<file path="src/rtl/rmw_exec_pkg.sv">
package rmw_exec_pkg;

  localparam int BYTE_W  = 8;
  localparam int NIB_W   = BYTE_W / 2;
  localparam int SUM_W   = BYTE_W + 3;   // signed decimal intermediate
  localparam int DIG_W   = 7;            // 0..99
  localparam int HUNDRED = 100;

  typedef enum logic [2:0] {
    K_SHL_OR  = 3'd0,
    K_ROL_AND = 3'd1,
    K_SHR_XOR = 3'd2,
    K_ROR_ADD = 3'd3,
    K_PASS    = 3'd4,
    K_DEC_CMP = 3'd6,
    K_INC_SUB = 3'd7
  } op_kind_t;

  typedef struct packed {
    logic [BYTE_W-1:0] wb;
    logic [BYTE_W-1:0] acc;
    logic              n;
    logic              z;
    logic              c;
    logic              v;
    logic              vwr;
  } result_t;

  // numeric value of two packed nibbles, each nibble 0..15
  function automatic logic [BYTE_W-1:0] digit_value(input logic [BYTE_W-1:0] b);
    logic [BYTE_W-1:0] hi;
    hi = {{NIB_W{1'b0}}, b[BYTE_W-1:NIB_W]};
    return (hi * BYTE_W'(10)) + {{NIB_W{1'b0}}, b[NIB_W-1:0]};
  endfunction

  // non-negative remainder modulo 100 for -200..399
  function automatic logic [DIG_W-1:0] wrap_hundred(input logic signed [SUM_W-1:0] v);
    logic signed [SUM_W-1:0] t;
    t = v;
    for (int i = 0; i < 2; i++)
      if (t < 0) t = t + SUM_W'(HUNDRED);
    for (int i = 0; i < 3; i++)
      if (t >= SUM_W'(HUNDRED)) t = t - SUM_W'(HUNDRED);
    return t[DIG_W-1:0];
  endfunction

  // 0..99 into two packed decimal digits
  function automatic logic [BYTE_W-1:0] to_packed(input logic [DIG_W-1:0] v);
    logic [14:0] prod;
    logic [3:0]  tens;
    logic [DIG_W-1:0] ones;
    prod = {8'b0, v} * 15'd205;
    tens = prod[14:11];
    ones = v - ({3'b0, tens} * DIG_W'(10));
    return {tens, ones[3:0]};
  endfunction

endpackage

</file>
<file path="src/rtl/rmw_opdecode.sv">
module rmw_opdecode
  import rmw_exec_pkg::*;
(
  input  logic [BYTE_W-1:0] opcode,
  output op_kind_t          kind
);
  logic [3:0] col;
  logic [2:0] grp;
  logic       col_ok;
  logic       row_ok;

  assign col = opcode[3:0];
  assign grp = opcode[7:5];

  always_comb begin
    col_ok = (col == 4'h3) || (col == 4'h7) || (col == 4'hF) ||
             ((col == 4'hB) && opcode[4]);
    row_ok = (grp != 3'd4) && (grp != 3'd5);
    if (col_ok && row_ok) kind = op_kind_t'(grp);
    else                  kind = K_PASS;
  end
endmodule

</file>
<file path="src/rtl/rmw_memstage.sv">
module rmw_memstage
  import rmw_exec_pkg::*;
(
  input  op_kind_t          kind,
  input  logic [BYTE_W-1:0] operand,
  input  logic              cin,
  output logic [BYTE_W-1:0] mod_byte,
  output logic              shift_c
);
  always_comb begin
    mod_byte = operand;
    shift_c  = cin;
    unique case (kind)
      K_SHL_OR:  begin mod_byte = {operand[BYTE_W-2:0], 1'b0}; shift_c = operand[BYTE_W-1]; end
      K_ROL_AND: begin mod_byte = {operand[BYTE_W-2:0], cin};  shift_c = operand[BYTE_W-1]; end
      K_SHR_XOR: begin mod_byte = {1'b0, operand[BYTE_W-1:1]}; shift_c = operand[0]; end
      K_ROR_ADD: begin mod_byte = {cin, operand[BYTE_W-1:1]};  shift_c = operand[0]; end
      K_DEC_CMP: mod_byte = operand - BYTE_W'(1);
      K_INC_SUB: mod_byte = operand + BYTE_W'(1);
      default:   ;
    endcase
  end
endmodule

</file>
<file path="src/rtl/rmw_accstage.sv">
module rmw_accstage
  import rmw_exec_pkg::*;
(
  input  op_kind_t          kind,
  input  logic [BYTE_W-1:0] mod_byte,
  input  logic              shift_c,
  input  logic [BYTE_W-1:0] acc,
  input  logic              cin,
  input  logic              dec_mode,
  output logic [BYTE_W-1:0] acc_new,
  output logic              n,
  output logic              z,
  output logic              c,
  output logic              v,
  output logic              vwr
);
  logic [BYTE_W-1:0]       addend;
  logic                    add_cin;
  logic [BYTE_W:0]         bin_sum;
  logic                    bin_v;
  logic [BYTE_W:0]         cmp_diff;
  logic [BYTE_W-1:0]       dv_acc;
  logic [BYTE_W-1:0]       dv_mod;
  logic signed [SUM_W-1:0] dec_sum;
  logic signed [SUM_W-1:0] dec_diff;
  logic [BYTE_W-1:0]       dec_add_res;
  logic [BYTE_W-1:0]       dec_sub_res;
  logic                    dec_add_c;
  logic                    dec_sub_c;
  logic                    is_sub;

  assign is_sub  = (kind == K_INC_SUB);
  assign addend  = is_sub ? ~mod_byte : mod_byte;
  assign add_cin = is_sub ? cin : shift_c;
  assign bin_sum = {1'b0, acc} + {1'b0, addend} + {{BYTE_W{1'b0}}, add_cin};
  assign bin_v   = (acc[BYTE_W-1] == addend[BYTE_W-1]) &&
                   (bin_sum[BYTE_W-1] != acc[BYTE_W-1]);
  assign cmp_diff = {1'b0, acc} - {1'b0, mod_byte};

  assign dv_acc   = digit_value(acc);
  assign dv_mod   = digit_value(mod_byte);
  assign dec_sum  = $signed({3'b0, dv_acc}) + $signed({3'b0, dv_mod}) +
                    $signed({{(SUM_W-1){1'b0}}, shift_c});
  assign dec_diff = $signed({3'b0, dv_acc}) - $signed({3'b0, dv_mod}) -
                    $signed({{(SUM_W-1){1'b0}}, ~cin});
  assign dec_add_res = to_packed(wrap_hundred(dec_sum));
  assign dec_sub_res = to_packed(wrap_hundred(dec_diff));
  assign dec_add_c   = (dec_sum > SUM_W'(99));
  assign dec_sub_c   = ({1'b0, acc} >= ({1'b0, mod_byte} + {{BYTE_W{1'b0}}, ~cin}));

  always_comb begin
    acc_new = acc;
    c       = cin;
    v       = 1'b0;
    vwr     = 1'b0;
    unique case (kind)
      K_SHL_OR:  begin acc_new = acc | mod_byte; c = shift_c; end
      K_ROL_AND: begin acc_new = acc & mod_byte; c = shift_c; end
      K_SHR_XOR: begin acc_new = acc ^ mod_byte; c = shift_c; end
      K_DEC_CMP: c = ~cmp_diff[BYTE_W];
      K_ROR_ADD, K_INC_SUB: begin
        vwr = 1'b1;
        if (!dec_mode) begin
          acc_new = bin_sum[BYTE_W-1:0];
          c       = bin_sum[BYTE_W];
          v       = bin_v;
        end else begin
          acc_new = is_sub ? dec_sub_res : dec_add_res;
          c       = is_sub ? dec_sub_c : dec_add_c;
          v       = (acc[BYTE_W-1] ^ acc_new[BYTE_W-1]) &
                    (acc_new[BYTE_W-1] ^ mod_byte[BYTE_W-1]);
        end
      end
      default: ;
    endcase
    if (kind == K_DEC_CMP) begin
      z = (cmp_diff[BYTE_W-1:0] == '0);
      n = cmp_diff[BYTE_W-1];
    end else begin
      z = (acc_new == '0);
      n = acc_new[BYTE_W-1];
    end
  end
endmodule

</file>
<file path="src/rtl/rmw_exec_unit.sv">
module rmw_exec_unit
  import rmw_exec_pkg::*;
(
  input  logic              clk,
  input  logic              rst_n,
  input  logic              start_i,
  input  logic [BYTE_W-1:0] opcode_i,
  input  logic [BYTE_W-1:0] operand_i,
  input  logic [BYTE_W-1:0] acc_i,
  input  logic              carry_i,
  input  logic              decimal_i,
  output logic              done_o,
  output logic [BYTE_W-1:0] wb_o,
  output logic [BYTE_W-1:0] acc_o,
  output logic              flag_n_o,
  output logic              flag_z_o,
  output logic              flag_c_o,
  output logic              flag_v_o,
  output logic              v_wr_o
);
  op_kind_t          kind;
  logic [BYTE_W-1:0] mod_byte;
  logic              shift_c;
  result_t           calc;
  result_t           res_q, res_d;
  logic              done_q, done_d;

  rmw_opdecode u_dec (.opcode(opcode_i), .kind(kind));

  rmw_memstage u_mem (
    .kind(kind), .operand(operand_i), .cin(carry_i),
    .mod_byte(mod_byte), .shift_c(shift_c)
  );

  rmw_accstage u_acc (
    .kind(kind), .mod_byte(mod_byte), .shift_c(shift_c), .acc(acc_i),
    .cin(carry_i), .dec_mode(decimal_i), .acc_new(calc.acc),
    .n(calc.n), .z(calc.z), .c(calc.c), .v(calc.v), .vwr(calc.vwr)
  );
  assign calc.wb = mod_byte;

  always_comb begin
    res_d  = res_q;
    done_d = start_i;
    if (start_i) res_d = calc;
  end

  always_ff @(posedge clk or negedge rst_n) begin
    if (!rst_n) begin
      res_q  <= '0;
      done_q <= 1'b0;
    end else begin
      res_q  <= res_d;
      done_q <= done_d;
    end
  end

  assign done_o   = done_q;
  assign wb_o     = res_q.wb;
  assign acc_o    = res_q.acc;
  assign flag_n_o = res_q.n;
  assign flag_z_o = res_q.z;
  assign flag_c_o = res_q.c;
  assign flag_v_o = res_q.v;
  assign v_wr_o   = res_q.vwr;
endmodule

</file>
<file path="config.mk">
export PLATFORM = sky130hd
export DESIGN_NAME = rmw_exec_unit
export DESIGN_NICKNAME = d
export VERILOG_FILES = /design/src/rtl/rmw_exec_pkg.sv /design/src/rtl/rmw_opdecode.sv /design/src/rtl/rmw_memstage.sv /design/src/rtl/rmw_accstage.sv /design/src/rtl/rmw_exec_unit.sv
export SDC_FILE = /design/constraint.sdc
export NUM_CORES = 1
export LEC_CHECK = 0
export BUFFER_PORTS_ARGS = -buffer_cell sky130_fd_sc_hd__buf_2
export CAP_MARGIN = 0
export CORE_MARGIN = 2
export CORE_UTILIZATION = 39
export DETAILED_ROUTE_END_ITERATION = 8
export PLACE_DENSITY_LB_ADDON = 0.15
export SYNTH_ARGS = -nofsm -noshare
export SYNTH_HDL_FRONTEND = slang
export SYNTH_HIERARCHICAL = 1
export SYNTH_SLANG_ARGS = --single-unit
</file>
<file path="constraint.sdc">
create_clock -name clk -period 1.2 [get_ports clk]
set_input_delay 0.24 -clock clk [delete_from_list [all_inputs] [get_ports clk]]
set_output_delay 0.24 -clock clk [all_outputs]
set_load 0.02 [all_outputs]
</file>
==> results of run 1 <==
worst max-delay path by stage:
stage,from,end,slack [ns],depth (start not counted)
2_1_floorplan,opcode_i[3],flag_z_o,-12.05,70
3_3_place_gp,opcode_i[3],flag_z_o,-12.32,63
3_5_place_dp,opcode_i[3],flag_z_o,-12.55,65
4_1_cts,opcode_i[7],flag_z_o,-11.93,62
5_1_grt,opcode_i[1],flag_z_o,-12.63,69
6_report,opcode_i[3],flag_z_o,-12.06,68
cells by family after synthesis:
group | count (synthesis) | share of synthesized area [%]
AO/OA/AOI/OAI | 339 | 26.4
XOR/XNOR | 88 | 9.11
adder cells (fa/ha/maj) | 184 | 26.6
buffers and inverters | 146 | 6.32
flip-flops | 22 | 5.82
multiplexers | 38 | 5.87
AND/OR/NAND/NOR | 365 | 19.9
cells in the mapped netlist, types with 7 or more instances:
cell	n	area, sq um
ha_1	155	1940
inv_1	111	417
nor2_1	102	383
nand2_1	77	289
a21oi_1	68	340
xnor2_1	64	561
o21ai_0	61	305
nand3_1	35	175
fa_1	29	581
nor3_1	26	130
dfrtp_1	22	551
mux2_4	20	300
nor2b_1	18	113
o21a_1	18	135
xor2_1	17	149
a21o_1	16	120
nand2b_1	14	87.6
clkbuf_1	13	48.8
o211ai_1	13	97.6
and2_1	12	75.1
or3_1	12	75.1
nand4_1	11	68.8
a211oi_1	10	75.1
buf_2	10	50.1
o21bai_1	10	75.1
a211o_1	9	78.8
a31oi_1	9	56.3
and3_1	9	56.3
nor4_1	8	50.1
o22ai_1	8	50.1
a221oi_1	7	61.3
mux2i_1	7	70.1
or2_2	7	43.8
state kept, by name (all words and copies together) (netlist names):
register  cells
flag_v_o      1
v_wr_o        1
done_o        1
acc_o         8
wb_o          8
flag_n_o      1
flag_c_o      1
flag_z_o      1
stage by stage:
| stage | setup slack (ns) | TNS [ns] | hold slack, ns | instances |
|---|---|---|---|---|
| after floorplan | -12.05 | -132.58 | -0.0556 | 1182 |
| after global placement | -12.32 | -139.57 | 0.221 | 1976 |
| after detailed placement | -12.55 | -142.21 | 0.247 | 1976 |
| after CTS | -11.93 | -132.41 | 0.324 | 2006 |
| after global routing | -12.63 | -142.09 | 0.326 | 2027 |
| final | -12.06 | -135.37 | 0.328 | 2027 |
metal layers:
layer  GRT usage (%)  share of wire [%]
met5               0                  0
met4            4.34                1.9
met3           0.987                2.3
met2            42.2                 48
met1            32.3                 47
worst max-delay path, delay by kind of cell:
family / cells / cell delay, ns
buf+inv: 10 / 0.71
mux: 4 / 1.04
simple gates: 21 / 4.18
fa+ha+maj: 13 / 4.18
xor+xnor: 4 / 0.76
compound gates: 16 / 2.30
final cells by class:
cell class	instances	area (sq um)	share of cell area [%]
clock buffer	3	75.1	0.508
sequential	22	551	3.72
timing repair buffer	549	4140	28.0
tap	324	405	2.74
inverter	114	432	2.92
clock inverter	1	30.0	0.203
multi-input combinational	1014	9160	61.9
repair_timing:
action | in CTS | in global routing
endpoints found under the hold margin | 22 | 0
hold buffers | 1 | 0
cloned | 0 | 0
resized for setup | 63 | 76
pin swaps | 59 | 66
buffers inserted | 27 | 21
endpoints found under the setup margin | 21 | 21
==> metrics.cfg, run 1 <==
[status]
violations = negative setup slack
status = finished with violations

[setup_path]
crit_path_max_fanout = 6
max_stage_delay_ns = 0.56
crit_slowest_cell = fa_2
cp.arrival_ns = 13.41
path_class = primary input to flop
cp_data_required_time_ns = 1.35
r2r-end = flag_z_o
crit_top_cell = ha_4
crit_path_start_kind = primary input
rrSetupSlack_ns = 0.40
r2r_start = flag_z_o
crit_path_end_kind = flop
reg2regPathDepth = 1

[logic_synthesis]
synth.distinct_cells = 113
synth_area_sq_um = 9470
dominantRegCellSynth = dfrtp_1
syn_inst = 1182
synth_edf_count = 0
syn_area_per_cell_sq_um = 8.01
synth.net_count = 1395
synthArstFlopShare_pct = 100
yosysWarningCount = 6
synth_seq_area_share_pct = 5.82
synth-seq-cells = 22

[cts]
clock_sinks = 22
h-tree-depth = 1
clk_path_buf_depth = 2
insertion_delay_ns = 0.26
numCtsBuffers = 3
cts_tree = yes
clockRootBuffer = clkbuf_16
clk_pin_slew_ns = 0.06

[drt]
postRouteWirelength_um = 31400
via_per_inst = 5.25
routedWlPerCell_um = 15.5
drtAntennaViolNets = 0
vias = 10600
first_iter_violations = 452
first_pass_iters = 5
drc = 0

[min_path]
hp-class = primary input to flop
hold_start = start_i
hold_depth = 2
min_to = done_o

[floorplan]
num_io_pins = 51
die_h_um = 160
std_cell_rows = 57
die-area_sq_um = 25500
coreArea_sq_um = 24100
initial_core_util_pct = 39.3
die_x_um = 160

[timing]
worstMarginPinSlew_ns = 0.621
setup_ws_ns = -12.06
slew_headroom_pct = 58.3
finalCritPeriodShare_pct = 1110
setup_viol = 21
hold_violations = 0
slew_violations = 0
fin_crit_ns = 13.26
fmax_mhz = 75.4
rsz0062_at_grt = true
clock_skew_ns = 0

[place]
hpwlAfterDp_um = 25900
port_buffers = 50
placed_area_sq_um = 13700
place_congestion = 0.888

[layout]
fin_util_pct = 61.3
layout_commonest_cell = buf_4
fin_nets = 1917
layout_common_cells = buf_4, ha_1, inv_1
n_antenna_cell = 0
final.fill_count = 2201
syn_to_final_growth_pct = 56.2
fin_area_sq_um = 14800
drive_gt1_share_pct = 44.9

[grt]
grt_pass1_wl_um = 51100
grt_util_all_layers_pct = 23.7
grt-ovfl-total = 0
antenna_found_initial = 0
grt_max_degree = 47
grt_pass1_vias = 10400

[job]
cap_violations = 0

Power of run 1 is left out: the tool's default activity adds up to more than one toggle a clock period on the data nets, which glitch-free logic cannot reach.
==> run 2, diff against run 1 <==
==> constraint.sdc (replaced) <==
create_clock -name clk -period 16.4 [get_ports clk]
set_input_delay 3.28 -clock clk [delete_from_list [all_inputs] [get_ports clk]]
set_output_delay 3.28 -clock clk [all_outputs]
set_load 0.02 [all_outputs]
==> run 2 against run 1 <==
Against the previous run: the flow now finishes without violations; register-to-register slack better by 15 ns; first-iteration DRC count is 26% higher; clock-buffer cell count unchanged; largest cell class unchanged.
==> metrics.cfg, run 2 (synthesis results as in run 1) <==
[grt]
grt-ovfl-total = 0
grt_util_all_layers_pct = 22.1
grt_pass1_wl_um = 47600
grt_max_degree = 47
antenna_found_initial = 0
grt_pass1_vias = 9410

[layout]
fin_cells = 1745
final.fill_count = 2387
fin_util_pct = 51.9
fin_nets = 1635
syn_to_final_growth_pct = 32.3
n_antenna_cell = 0
drive_gt1_share_pct = 32.7
layout_common_cells = buf_4, ha_1, inv_1
layout_commonest_cell = buf_4

[min_path]
min_to = wb_o[5]
hold_start = wb_o[5]
hold_depth = 1
hp-class = flop to flop

[setup_path]
rrSetupSlack_ns = 15.63
r2r-end = acc_o[3]
max_stage_delay_ns = 0.51
crit_path_start_kind = primary input
path_class = primary input to flop
r2r_start = acc_o[3]
cp.arrival_ns = 16.22
critPathBufInv = 10
crit_slowest_cell = mux4_2
cp_data_required_time_ns = 16.60
crit_path_end_kind = flop
crit_top_cell = ha_4
reg2regPathDepth = 1
cpLargestDelayFamily = adder cells
crit_path_max_fanout = 6

[job]
cap_violations = 0

[drt]
drtAntennaViolNets = 0
postRouteWirelength_um = 29000
first_iter_violations = 569
vias = 9556
via_per_inst = 5.48
routedWlPerCell_um = 16.6
drc = 0
first_pass_iters = 4

[cts]
cts_tree = yes
clk_path_buf_depth = 2
h-tree-depth = 1
clk_pin_slew_ns = 0.06
cts_hold_buf = 0
numCtsBuffers = 3
clock_sinks = 22
clockRootBuffer = clkbuf_16
insertion_delay_ns = 0.26

[timing]
fmax_mhz = 62.4
fin_crit_ns = 16.02
hold_violations = 0
finalCritPeriodShare_pct = 97.7
slew_violations = 0
slew_headroom_pct = 54.9
clock_skew_ns = 0
setup_viol = 0
worstMarginPinSlew_ns = 0.676
totalNegativeSetupSlack_ns = 0
hold_slack_ns = 0.502
rsz0062_at_grt = true

[floorplan]
coreArea_sq_um = 24100
num_io_pins = 51
die_h_um = 160
die-area_sq_um = 25500
std_cell_rows = 57
die_x_um = 160
initial_core_util_pct = 39.3

[place]
post-place-cells = 1711
hpwlAfterDp_um = 23900
place_congestion = 0.929
port_buffers = 50

[status]
status = completed

## run 2: worst max-delay path by stage
| stage | from | to | slack (ns) | depth (start not counted) |
|---|---|---|---|---|
| floorplan | opcode_i[4] | flag_z_o | 0.002 | 72 |
| global placement | opcode_i[3] | flag_z_o | -0.51 | 65 |
| detailed placement | opcode_i[3] | flag_z_o | -0.62 | 67 |
| CTS | opcode_i[3] | flag_z_o | 0.002 | 66 |
| global route | opcode_i[3] | flag_z_o | -0.28 | 69 |
| finish | opcode_i[3] | flag_z_o | 0.38 | 67 |
## run 2: layer usage
metal | GRT usage (%) | up-vias | wire (um)
met5 | 0 | - | 0
met4 | 1.35 | 0 | 146
met2 | 37.0 | 154 | 13600
li1 | - | 4817 | -
met1 | 32.9 | 4571 | 14600
met3 | 1.25 | 14 | 686
## run 2: timing repair
| item | CTS | global route |
|---|---|---|
| buffers inserted | 18 | 12 |
| endpoints found under the setup margin | 3 | 8 |
| resized for setup | 47 | 90 |
| pin swaps | 41 | 63 |
## run 2: through the flow
stage	setup WS [ns]	area (sq um)
3_5_place_dp	-0.618	11500
5_1_grt	-0.277	12500
4_1_cts	0.00179	12000
3_3_place_gp	-0.513	11500
2_1_floorplan	0.00185	9620
6_report	0.376	12500
## run 2: cell type report
type | instances | area [sq um] | share of cell area (%)
Clock buffer | 3 | 75.1 | 0.600
Clock inverter | 1 | 30.0 | 0.240
Inverter | 114 | 430 | 3.44
Multi-Input combinational cell | 1014 | 9080 | 72.6
Sequential cell | 22 | 551 | 4.40
Tap cell | 324 | 405 | 3.24
Timing Repair Buffer | 267 | 1940 | 15.5
Power of run 2 is left out for the same reason.
==> run 3, diff against run 2 <==
--- a/config.mk
+++ b/config.mk
@@ -10,6 +10,7 @@
 export CORE_MARGIN = 2
 export CORE_UTILIZATION = 39
 export DETAILED_ROUTE_END_ITERATION = 8
+export MAX_ROUTING_LAYER = met4
 export PLACE_DENSITY_LB_ADDON = 0.15
 export SYNTH_ARGS = -nofsm -noshare
 export SYNTH_HDL_FRONTEND = slang
==> run 3 against run 2 <==
Against the previous run: setup slack worse by 0.10 ns; cell area is 1.2% lower; critical path depth decreased by 1; flip-flop and latch count is the same; cell count is 0.57% lower; sequential share of layout area is 0.052 points higher; clock skew stayed put; fmax fell by 0.62%; routed wire length shrank 1.0%; register-to-register slack about the same; die area did not move; via count decreased by 0.25%; critical endpoint unchanged.
==> metrics.cfg, run 3 (synthesis results as in run 1) <==
[status]
status = completed

[min_path]
min_to = wb_o[5]
hold_depth = 1
hp-class = flop to flop
hold_start = wb_o[5]

[timing]
rsz0062_at_grt = true
clock_skew_ns = 0
worstMarginPinSlew_ns = 0.693
fmax_mhz = 62.0
finalCritPeriodShare_pct = 98.3
setup_viol = 0
slew_violations = 0
slew_headroom_pct = 53.8
hold_slack_ns = 0.509
fin_crit_ns = 16.12
hold_violations = 0

[setup_path]
critPathBufInv = 12
cp_data_required_time_ns = 16.55
max_stage_delay_ns = 0.52
crit_slowest_cell = or4b_1
reg2regPathDepth = 1
cp.arrival_ns = 16.28
crit_path_end_kind = flop
crit_path_start_kind = primary input
crit_path_max_fanout = 6
path_class = primary input to flop
cpLargestDelayFamily = adder cells
r2r-end = acc_o[3]
rrSetupSlack_ns = 15.62
r2r_start = acc_o[3]

[layout]
drive_gt1_share_pct = 32.0
fin_nets = 1625
syn_to_final_growth_pct = 30.7
n_antenna_cell = 0
seq_area_sq_um = 551
fin_util_pct = 51.3
final.fill_count = 2385
multi_input_area_sq_um = 9020
layout_commonest_cell = buf_4
layout_common_cells = buf_4, ha_1, inv_1

[cts]
clk_pin_slew_ns = 0.07
h-tree-depth = 1
clockRootBuffer = clkbuf_16
clk_path_buf_depth = 2
insertion_delay_ns = 0.26
clock_sinks = 22
numCtsBuffers = 3
cts_tree = yes

[grt]
grt_pass1_wl_um = 47300
grt_util_all_layers_pct = 22.7
antenna_found_initial = 0
grt-ovfl-total = 0
grt_pass1_vias = 9216
grt_max_degree = 47

[place]
port_buffers = 50
hpwlAfterDp_um = 23800
place_congestion = 0.931

[drt]
drc = 0
postRouteWirelength_um = 28700
first_pass_iters = 5
first_iter_violations = 586
vias = 9532
drtAntennaViolNets = 0
routedWlPerCell_um = 16.5
via_per_inst = 5.49

[floorplan]
die_x_um = 160
die-area_sq_um = 25500
std_cell_rows = 57
die_h_um = 160
coreArea_sq_um = 24100
initial_core_util_pct = 39.3
num_io_pins = 51

[job]
cap_violations = 0

run 3: cell count changes in the layout (fill, tap and decap cells not counted), moves of 3 or more:
| cell | delta |
|---|---|
| buf_4 | -9 |
| ha_2 | +3 |
| ha_4 | -4 |
| o21ai_1 | +3 |
run 3: cell type report:
cell class | instances | area share (%)
multi-input combinational | 1014 | 72.9
timing repair buffer | 257 | 15.1
sequential | 22 | 4.45
inverter | 114 | 3.48
tap | 324 | 3.28
clock buffer | 3 | 0.607
clock inverter | 1 | 0.243
run 3: repair_timing:
item,CTS,global route
pin swaps,38,58
gates resized for setup,38,90
hold buffers,0,0
endpoints found under the setup margin,3,8
setup buffers,12,11
run 3: worst max path at each step:
stage	slack (ns)	endpoint	start	cells after the start
after global routing	-0.38	flag_z_o	opcode_i[3]	66
after CTS	0.02	flag_z_o	opcode_i[1]	66
after floorplan	0.002	flag_z_o	opcode_i[4]	72
final	0.28	flag_z_o	opcode_i[3]	66
after detailed placement	-0.72	flag_z_o	opcode_i[3]	66
after global placement	-0.55	flag_z_o	opcode_i[3]	67
run 3: metal layers:
metal / GRT usage (%) / share of wire [%]
met5: - / 0
met4: 2.42 / 0.81
met3: 1.32 / 3.0
met2: 36.1 / 46
met1: 32.9 / 50
run 3: metrics by stage:
step / instances / instance area [sq um] / setup WS (ns) / setup TNS, ns
floorplan: 1182 / 9620 / 0.00185 / 0
global placement: 1709 / 11500 / -0.550 / -1.20
detailed placement: 1709 / 11500 / -0.717 / -1.85
CTS: 1725 / 11900 / 0.0185 / 0
global route: 1735 / 12400 / -0.380 / -0.925
finish: 1735 / 12400 / 0.275 / 0
Power of run 3 is left out for the same reason.
